`config.mk`:
```
export PLATFORM = sky130hd
export DESIGN_NAME = hs_chirp_neg
export DESIGN_NICKNAME = d
export VERILOG_FILES = /design/src/rtl/hs_neg_pkg.sv /design/src/rtl/hs_neg_dwell.sv /design/src/rtl/hs_neg_timer.sv /design/src/rtl/hs_neg_pairs.sv /design/src/rtl/hs_chirp_neg.sv
export SDC_FILE = /design/constraint.sdc
export NUM_CORES = 1
export LEC_CHECK = 0
export BUFFER_PORTS_ARGS = -buffer_cell sky130_fd_sc_hd__buf_4
export CAP_MARGIN = 20
export CORE_MARGIN = 1
export CORE_UTILIZATION = 59
export CTS_CLUSTER_DIAMETER = 40
export DETAILED_ROUTE_END_ITERATION = 7
export HOLD_SLACK_MARGIN = 0.08
export PLACE_DENSITY = 0.77
export SYNTH_ARGS = -nofsm -noshare
export SYNTH_HDL_FRONTEND = slang
export SYNTH_SLANG_ARGS = --single-unit
```
`constraint.sdc`:
```
create_clock -name clk -period 5.9 [get_ports clk]
set_input_delay 0.295 -clock clk [delete_from_list [all_inputs] [get_ports clk]]
set_output_delay 0.295 -clock clk [all_outputs]
set_load 0.005 [all_outputs]
```
`src/rtl/hs_neg_pkg.sv`:
```
// Shared types for the chirp negotiation controller.
// Assumes the transceiver delivers line state already synchronized to clk.
package hs_neg_pkg;

    // Line state encoding as seen from the transceiver
    typedef enum logic [1:0] {
        LN_SE0 = 2'b00,
        LN_J   = 2'b01,
        LN_K   = 2'b10,
        LN_SE1 = 2'b11
    } line_e;

    // Negotiation phases
    typedef enum logic [2:0] {
        ST_FS_IDLE = 3'd0,
        ST_CHIRP   = 3'd1,
        ST_LISTEN  = 3'd2,
        ST_FS_HOLD = 3'd3,
        ST_HS      = 3'd4
    } neg_st_e;

endpackage

```
`src/rtl/hs_neg_dwell.sv`:
```
// Dwell qualifier: counts how many consecutive samples the line has held
// one level and flags the level as settled once the run reaches DWELL_CYC.
// Assumes DWELL_CYC >= 2. The run counter saturates at DWELL_CYC.
module hs_neg_dwell #(
    parameter int DWELL_CYC = 150
) (
    input  logic       clk,
    input  logic       rst_n,
    input  logic [1:0] line_i,
    output logic       settled_o,
    output logic [1:0] settled_line_o
);
    localparam int CW = $clog2(DWELL_CYC + 1);
    localparam logic [CW-1:0] RUN_MAX = CW'(DWELL_CYC);

    logic [1:0]    last_q;
    logic [CW-1:0] run_q;

    // Track the previous sample and the length of the current run
    always_ff @(posedge clk) begin
        if (!rst_n) begin
            last_q <= 2'b11;
            run_q  <= '0;
        end else begin
            last_q <= line_i;
            if (line_i != last_q) begin
                run_q <= CW'(1);
            end else if (run_q != RUN_MAX) begin
                run_q <= run_q + 1'b1;
            end
        end
    end

    assign settled_o      = (run_q == RUN_MAX);
    assign settled_line_o = last_q;

    // Run length never exceeds the dwell
    p_run_bound_r4: assert property (@(posedge clk) disable iff (!rst_n)
        run_q <= RUN_MAX);

    // Settling is reached only by one more matching sample
    p_settle_step_r4: assert property (@(posedge clk) disable iff (!rst_n)
        $rose(settled_o) |-> ($past(run_q) == RUN_MAX - 1'b1) && ($past(line_i) == last_q));

endmodule

```
`src/rtl/hs_neg_timer.sv`:
```
// Phase timer: counts cycles since the last clear and saturates at all ones.
// Assumes the controller clears it on every phase change.
module hs_neg_timer #(
    parameter int W = 19
) (
    input  logic         clk,
    input  logic         rst_n,
    input  logic         clr_i,
    output logic [W-1:0] cnt_o
);
    logic [W-1:0] cnt_q;

    // Count elapsed cycles in the current phase
    always_ff @(posedge clk) begin
        if (!rst_n || clr_i) begin
            cnt_q <= '0;
        end else if (cnt_q != '1) begin
            cnt_q <= cnt_q + 1'b1;
        end
    end

    assign cnt_o = cnt_q;

    // After a clear the count restarts from zero
    p_timer_clear_r3: assert property (@(posedge clk) disable iff (!rst_n)
        $past(clr_i) |-> cnt_q == '0);

endmodule

```
`src/rtl/hs_neg_pairs.sv`:
```
// Pair tracker: waits for a settled K, then a settled J, and counts each
// such pair. It stops at PAIRS_REQ. It is held cleared outside the listening phase.
// Out-of-order levels are skipped and do not reset progress.
module hs_neg_pairs #(
    parameter int PAIRS_REQ = 3
) (
    input  logic clk,
    input  logic rst_n,
    input  logic clr_i,
    input  logic k_ok_i,
    input  logic j_ok_i,
    output logic done_o
);
    localparam int PW = $clog2(PAIRS_REQ + 1);
    localparam logic [PW-1:0] GOAL = PW'(PAIRS_REQ);

    logic          want_j_q;
    logic [PW-1:0] cnt_q;

    // Alternate between waiting for K and waiting for J, counting full pairs
    always_ff @(posedge clk) begin
        if (!rst_n || clr_i) begin
            want_j_q <= 1'b0;
            cnt_q    <= '0;
        end else if (cnt_q != GOAL) begin
            if (!want_j_q && k_ok_i) begin
                want_j_q <= 1'b1;
            end else if (want_j_q && j_ok_i) begin
                want_j_q <= 1'b0;
                cnt_q    <= cnt_q + 1'b1;
            end
        end
    end

    assign done_o = (cnt_q == GOAL);

    // Pair count never passes the goal
    p_pair_bound_r5: assert property (@(posedge clk) disable iff (!rst_n)
        cnt_q <= GOAL);

    // The count advances only on a settled J that follows a settled K
    p_pair_order_r4: assert property (@(posedge clk) disable iff (!rst_n)
        (!$past(clr_i) && cnt_q != $past(cnt_q)) |-> ($past(want_j_q) && $past(j_ok_i)));

endmodule

```
`src/rtl/hs_chirp_neg.sv`:
```
// Chirp negotiation controller, top level.
// It detects a host reset from settled SE0 and requests chirp K for CHIRP_CYC
// cycles. It then listens up to WAIT_CYC cycles for PAIRS_REQ host K/J pairs.
// On success it commits to high speed until the next reset. On failure it
// keeps full speed and returns to idle once SE0 ends.
// Assumes line_st is synchronous to clk and WAIT_CYC ends before the reset does.
module hs_chirp_neg
    import hs_neg_pkg::*;
#(
    parameter int DWELL_CYC = 150,
    parameter int CHIRP_CYC = 60000,
    parameter int WAIT_CYC  = 420000,
    parameter int PAIRS_REQ = 3
) (
    input  logic       clk,
    input  logic       rst_n,
    input  logic [1:0] line_st,
    output logic       chirp_k_tx,
    output logic       fs_pullup_en,
    output logic       hs_term_en,
    output logic       hs_mode
);
    localparam int TMAX = (CHIRP_CYC > WAIT_CYC) ? CHIRP_CYC : WAIT_CYC;
    localparam int TW   = $clog2(TMAX + 1);
    localparam logic [TW-1:0] CHIRP_LAST = TW'(CHIRP_CYC - 1);
    localparam logic [TW-1:0] WAIT_LAST  = TW'(WAIT_CYC - 1);

    neg_st_e       state_q, state_d;
    logic          settled;
    logic [1:0]    settled_line;
    logic [TW-1:0] tmr_cnt;
    logic          se0_rst, k_ok, j_ok, pairs_done;

    hs_neg_dwell #(.DWELL_CYC(DWELL_CYC)) dwell_i (
        .clk            (clk),
        .rst_n          (rst_n),
        .line_i         (line_st),
        .settled_o      (settled),
        .settled_line_o (settled_line)
    );

    assign se0_rst = settled && (settled_line == LN_SE0);
    assign k_ok    = settled && (settled_line == LN_K);
    assign j_ok    = settled && (settled_line == LN_J);

    hs_neg_timer #(.W(TW)) timer_i (
        .clk   (clk),
        .rst_n (rst_n),
        .clr_i (state_d != state_q),
        .cnt_o (tmr_cnt)
    );

    hs_neg_pairs #(.PAIRS_REQ(PAIRS_REQ)) pairs_i (
        .clk    (clk),
        .rst_n  (rst_n),
        .clr_i  (state_q != ST_LISTEN),
        .k_ok_i (k_ok),
        .j_ok_i (j_ok),
        .done_o (pairs_done)
    );

    // Choose the next negotiation phase
    always_comb begin
        state_d = state_q;
        unique case (state_q)
            ST_FS_IDLE: if (se0_rst) state_d = ST_CHIRP;
            ST_CHIRP:   if (tmr_cnt == CHIRP_LAST) state_d = ST_LISTEN;
            ST_LISTEN: begin
                if (pairs_done)                  state_d = ST_HS;
                else if (tmr_cnt == WAIT_LAST)   state_d = ST_FS_HOLD;
            end
            ST_FS_HOLD: if (line_st != LN_SE0) state_d = ST_FS_IDLE;
            ST_HS:      if (se0_rst) state_d = ST_CHIRP;
            default:    state_d = ST_FS_IDLE;
        endcase
    end

    // Register the phase
    always_ff @(posedge clk) begin
        if (!rst_n) state_q <= ST_FS_IDLE;
        else        state_q <= state_d;
    end

    assign chirp_k_tx   = (state_q == ST_CHIRP);
    assign hs_mode      = (state_q == ST_HS);
    assign hs_term_en   = (state_q == ST_HS);
    assign fs_pullup_en = (state_q != ST_HS);

    // A chirp starts only after a qualified reset
    p_chirp_start_r2: assert property (@(posedge clk) disable iff (!rst_n)
        $rose(chirp_k_tx) |-> $past(se0_rst));

    // A chirp ends only when the timer reaches the programmed length
    p_chirp_len_r3: assert property (@(posedge clk) disable iff (!rst_n)
        $fell(chirp_k_tx) |-> $past(tmr_cnt) == CHIRP_LAST);

    // High speed is entered only from listening with enough pairs
    p_hs_entry_r5: assert property (@(posedge clk) disable iff (!rst_n)
        $rose(hs_mode) |-> ($past(state_q) == ST_LISTEN) && $past(pairs_done));

    // An expired window without pairs never leads to high speed
    p_timeout_r7: assert property (@(posedge clk) disable iff (!rst_n)
        (state_q == ST_LISTEN && tmr_cnt == WAIT_LAST && !pairs_done) |=> !hs_mode);

    // High speed holds until a qualified reset
    p_hs_hold_r9: assert property (@(posedge clk) disable iff (!rst_n)
        (hs_mode && !se0_rst) |=> hs_mode);

    // Ongoing SE0 after failure must not restart a chirp
    p_hold_no_chirp_r8: assert property (@(posedge clk) disable iff (!rst_n)
        (state_q == ST_FS_HOLD) |=> !chirp_k_tx);

endmodule

```
==> impl_metrics.csv <==
group,metric,value,unit
grt,grt_use_total,24.0,%
logic_synthesis,synth_flop_cell,"dfxtp_1",
sta,drv_slew,0,
worst_setup_path,cp.required,6.12,ns
logic_synthesis,synth_top_cell_area_share,38.4,%
logic_synthesis,ys_seq_area_share,38.4,%
layout,fillers,244,
pwr,ir_worst_vdd,0.193,mV
sta,final-hold-violation-count,0,
logic_synthesis,syn_area,1820,µm²
floorplanning,dieArea,3320,µm²
worst_setup_path,path_max_fanout,19,
layout,syn_to_final_growth,7.62,%
placed_design,detailed_place_hpwl,2.51,mm
routing,ant_nets,0,
run_status,violations,"DRC",
logic_synthesis,synth_edf_count,0,
clocking,clk_pin_slew,0.12,ns
pwr,intPower,0.378,mW
pwr,p_per_area,243,nW/µm²
placed_design,pre_cts_ws,3.59,ns
layout,diodes,0,
pwr,switching_share,20.7,%
logic_synthesis,async_reset_ff_share,0,%
worst_setup_path,path_class,"reg2reg",
floorplanning,die_h,57.6,µm
layout,finalInstanceArea,1960,µm²
sta,period_share,38.9,%
clocking,clock_latency,0.35,ns
logic_synthesis,synth_cell_types,46,
clocking,post_cts_buffers,0,
floorplanning,design.core.area,2850,µm²
clocking,cts_root_buf,"clkbuf_4",
grt,grt_pass1_wl,6.12,mm
routing,firstDrtPassIters,6,
floorplanning,fp.dieW,57.6,µm
sta,layout_min_cycle_time,2.29,ns
min_path,hold_path_class,"in2reg",
grt,grt-ovfl-total,0,
pwr,p_seq_share,51.1,%
layout,nets,222,
routing,wl,3.48,mm
run_status,status,"complete, but fails checks",
worst_setup_path,critPathLaunchType,"flip-flop",
logic_synthesis,syn-instance-count,206,
pwr,power.share.combinational,3.4,%
routing,vias,1481,
clocking,numClockSinks,35,
routing,avgRoutedWirePerCell,14.2,µm
logic_synthesis,synth_area_leaders,"dfxtp_1 38%, xnor2_1 7.7%, nor2_1 6.4%, nand3_1 3.6%, xor2_1 3.4%",
logic_synthesis,syn_avg_cell_area,8.85,µm²
sta,maxClockFrequency,436,MHz
floorplanning,fp-row-count,19,
sta,setup_viol,0,
floorplanning,floorplan.initialDensity,63.9,%
sta,worst_pin_slew,0.655,ns
logic_synthesis,yosys.area.top_type,"dfxtp_1",
job,max-cap-violations,0,
grt,grt_pass1_vias,1463,
routing,viasPerCell,6.02,
pwr,p_switching,0.0985,mW
logic_synthesis,ys_ff_latch,35,
clocking,cts-buffers-inserted,5,
placed_design,port_buffers,7,
sta,setup_ws,3.61,ns
placed_design,placed_area,1860,µm²
floorplanning,boundaryPins,8,
sta,fin_skew,0.0138,ns
clocking,cts.htree.levels,2,
sta,final.setup.tns,0,ns
logic_synthesis,syn_nets,214,
logic_synthesis,synth_warnings,0,
clocking,holdBufCountCts,0,
worst_setup_path,rrSetupSlack,3.61,ns
clocking,cts-resized-gates,0,
clocking,cts_tree,"yes",
routing,drt_iter0_drc,105,
pwr,power_frac_clock,45.5,%
worst_setup_path,critPathArrivalTime,2.51,ns
routing,drc,2,
layout,drive_above_1_share,13.0,%
pwr,p_leak,0.650,nW
sta,rsz0062_at_grt,"false",
grt,antenna_found_initial,0,
worst_setup_path,cp-end-kind,"flip-flop",
clocking,clk_path_buf_depth,2,
sta,slew_headroom,55.2,%
pwr,finalPower,0.477,mW
grt,grt_max_degree,20,
placed_design,routabilityCongestion,0.891,
logic make-up after synthesis:
family	Yosys count	synth area share (%)
AO/OA/AOI/OAI	33	13.9
XOR/XNOR	23	11.0
adder cells (fa/ha/maj)	4	2.75
buffers and inverters	15	5.08
flip-flops	35	38.4
multiplexers	3	1.65
AND/OR/NAND/NOR	93	27.2
final timing paths:
| kind | start | to | cells after the start |
|---|---|---|---|
| min reg2reg | pairs_i.want_j_q$_SDFFE_PP0P_ | pairs_i.want_j_q$_SDFFE_PP0P_ | 2 |
| max reg2reg | timer_i.cnt_o[0]$_SDFFE_PP0P_ | timer_i.cnt_o[8]$_SDFFE_PP0P_ | 6 |
| min | line_st[1] | dwell_i.settled_line_o[1]$_SDFF_PN1_ | 2 |
| max | timer_i.cnt_o[0]$_SDFFE_PP0P_ | timer_i.cnt_o[8]$_SDFFE_PP0P_ | 6 |
sequential cells by signal (all words and copies together), names as in the netlist:
name / cells
pairs_i.want_j_q: 1
state_q: 3
timer_i.cnt_o: 19
dwell_i.settled_line_o: 2
pairs_i.cnt_q: 2
dwell_i.run_q: 8
worst max-delay path, cell delays in order, from the launching register on:
cell and delay (ns):
dfxtp_1 0.39, ha_1 0.24, and4_4 0.28, nand4_1 0.18
o31ai_2 0.30, a2111o_1 0.64, nor2_1 0.13
synthesized netlist by cell type (3+ instances only):
| cell type | instances |
|---|---|
| ha_1 | 4 |
| nor3_1 | 6 |
| a31oi_1 | 5 |
| and3_1 | 4 |
| a21oi_1 | 9 |
| mux2i_1 | 3 |
| inv_1 | 8 |
| nor2_2 | 3 |
| dfxtp_1 | 35 |
| nand2_1 | 11 |
| nand4_1 | 5 |
| nor2_1 | 31 |
| a211oi_1 | 4 |
| nand3_1 | 13 |
| nand2b_1 | 3 |
| o21ai_0 | 3 |
| xor2_1 | 7 |
| xnor2_1 | 16 |
cell usage in the layout (no fill, tap or decap), types with 3 or more instances in the layout:
cell type  Yosys  routed
dfxtp_1       35      35
nor2_1        31      31
xnor2_1       16      16
nand3_1       13      13
nand2_1       11      11
a21oi_1        9       9
inv_1          8       8
xor2_1         7       7
buf_4          2       7
nor3_1         6       6
nand4_1        5       5
a31oi_1        5       5
clkbuf_4       0       5
and3_1         4       4
a211oi_1       4       4
ha_1           4       4
nand2b_1       3       3
o21ai_0        3       3
nor2_2         3       3
mux2i_1        3       3
metal layers:
layer | vias to the layer above | global-route usage [%] | routed length (µm) | share of wire (%)
li1 | 752 | - | - | -
met3 | 6 | 4.99 | 137 | 3.9
met1 | 694 | 27.7 | 1560 | 45
met4 | 0 | 11.1 | 38 | 1.1
met2 | 29 | 42.4 | 1740 | 50
met5 | - | 0 | 0 | 0
through the flow:
step / instances / hold WS [ns] / utilization [%]
2_1_floorplan: 206 / 0.368 / -
3_3_place_gp: 237 / 0.465 / 64.9
3_5_place_dp: 238 / 0.480 / 65.1
4_1_cts: 246 / 0.153 / 68.8
5_1_grt: 246 / 0.162 / 68.8
6_report: 246 / 0.160 / 68.8
power groups by stage:
stage | clock network, mW | registers (mW) | logic [mW]
final | 0.217 | 0.244 | 0.0164
after global placement | 0 | 0.249 | 0.0158
after floorplan | 0 | 0.248 | 0.0132
after global routing | 0.232 | 0.244 | 0.0193
after detailed placement | 0 | 0.249 | 0.0162
after CTS | 0.221 | 0.244 | 0.0164
cell type report:
cell class | count | area, µm² | area share, %
multi-input combinational | 156 | 1030 | 52.5
sequential | 35 | 701 | 35.7
clock inverter | 3 | 67.6 | 3.44
timing repair buffer | 8 | 57.6 | 2.93
tap | 31 | 38.8 | 1.98
clock buffer | 5 | 37.5 | 1.91
inverter | 8 | 30.0 | 1.53
(Power assumes the default switching activity.)
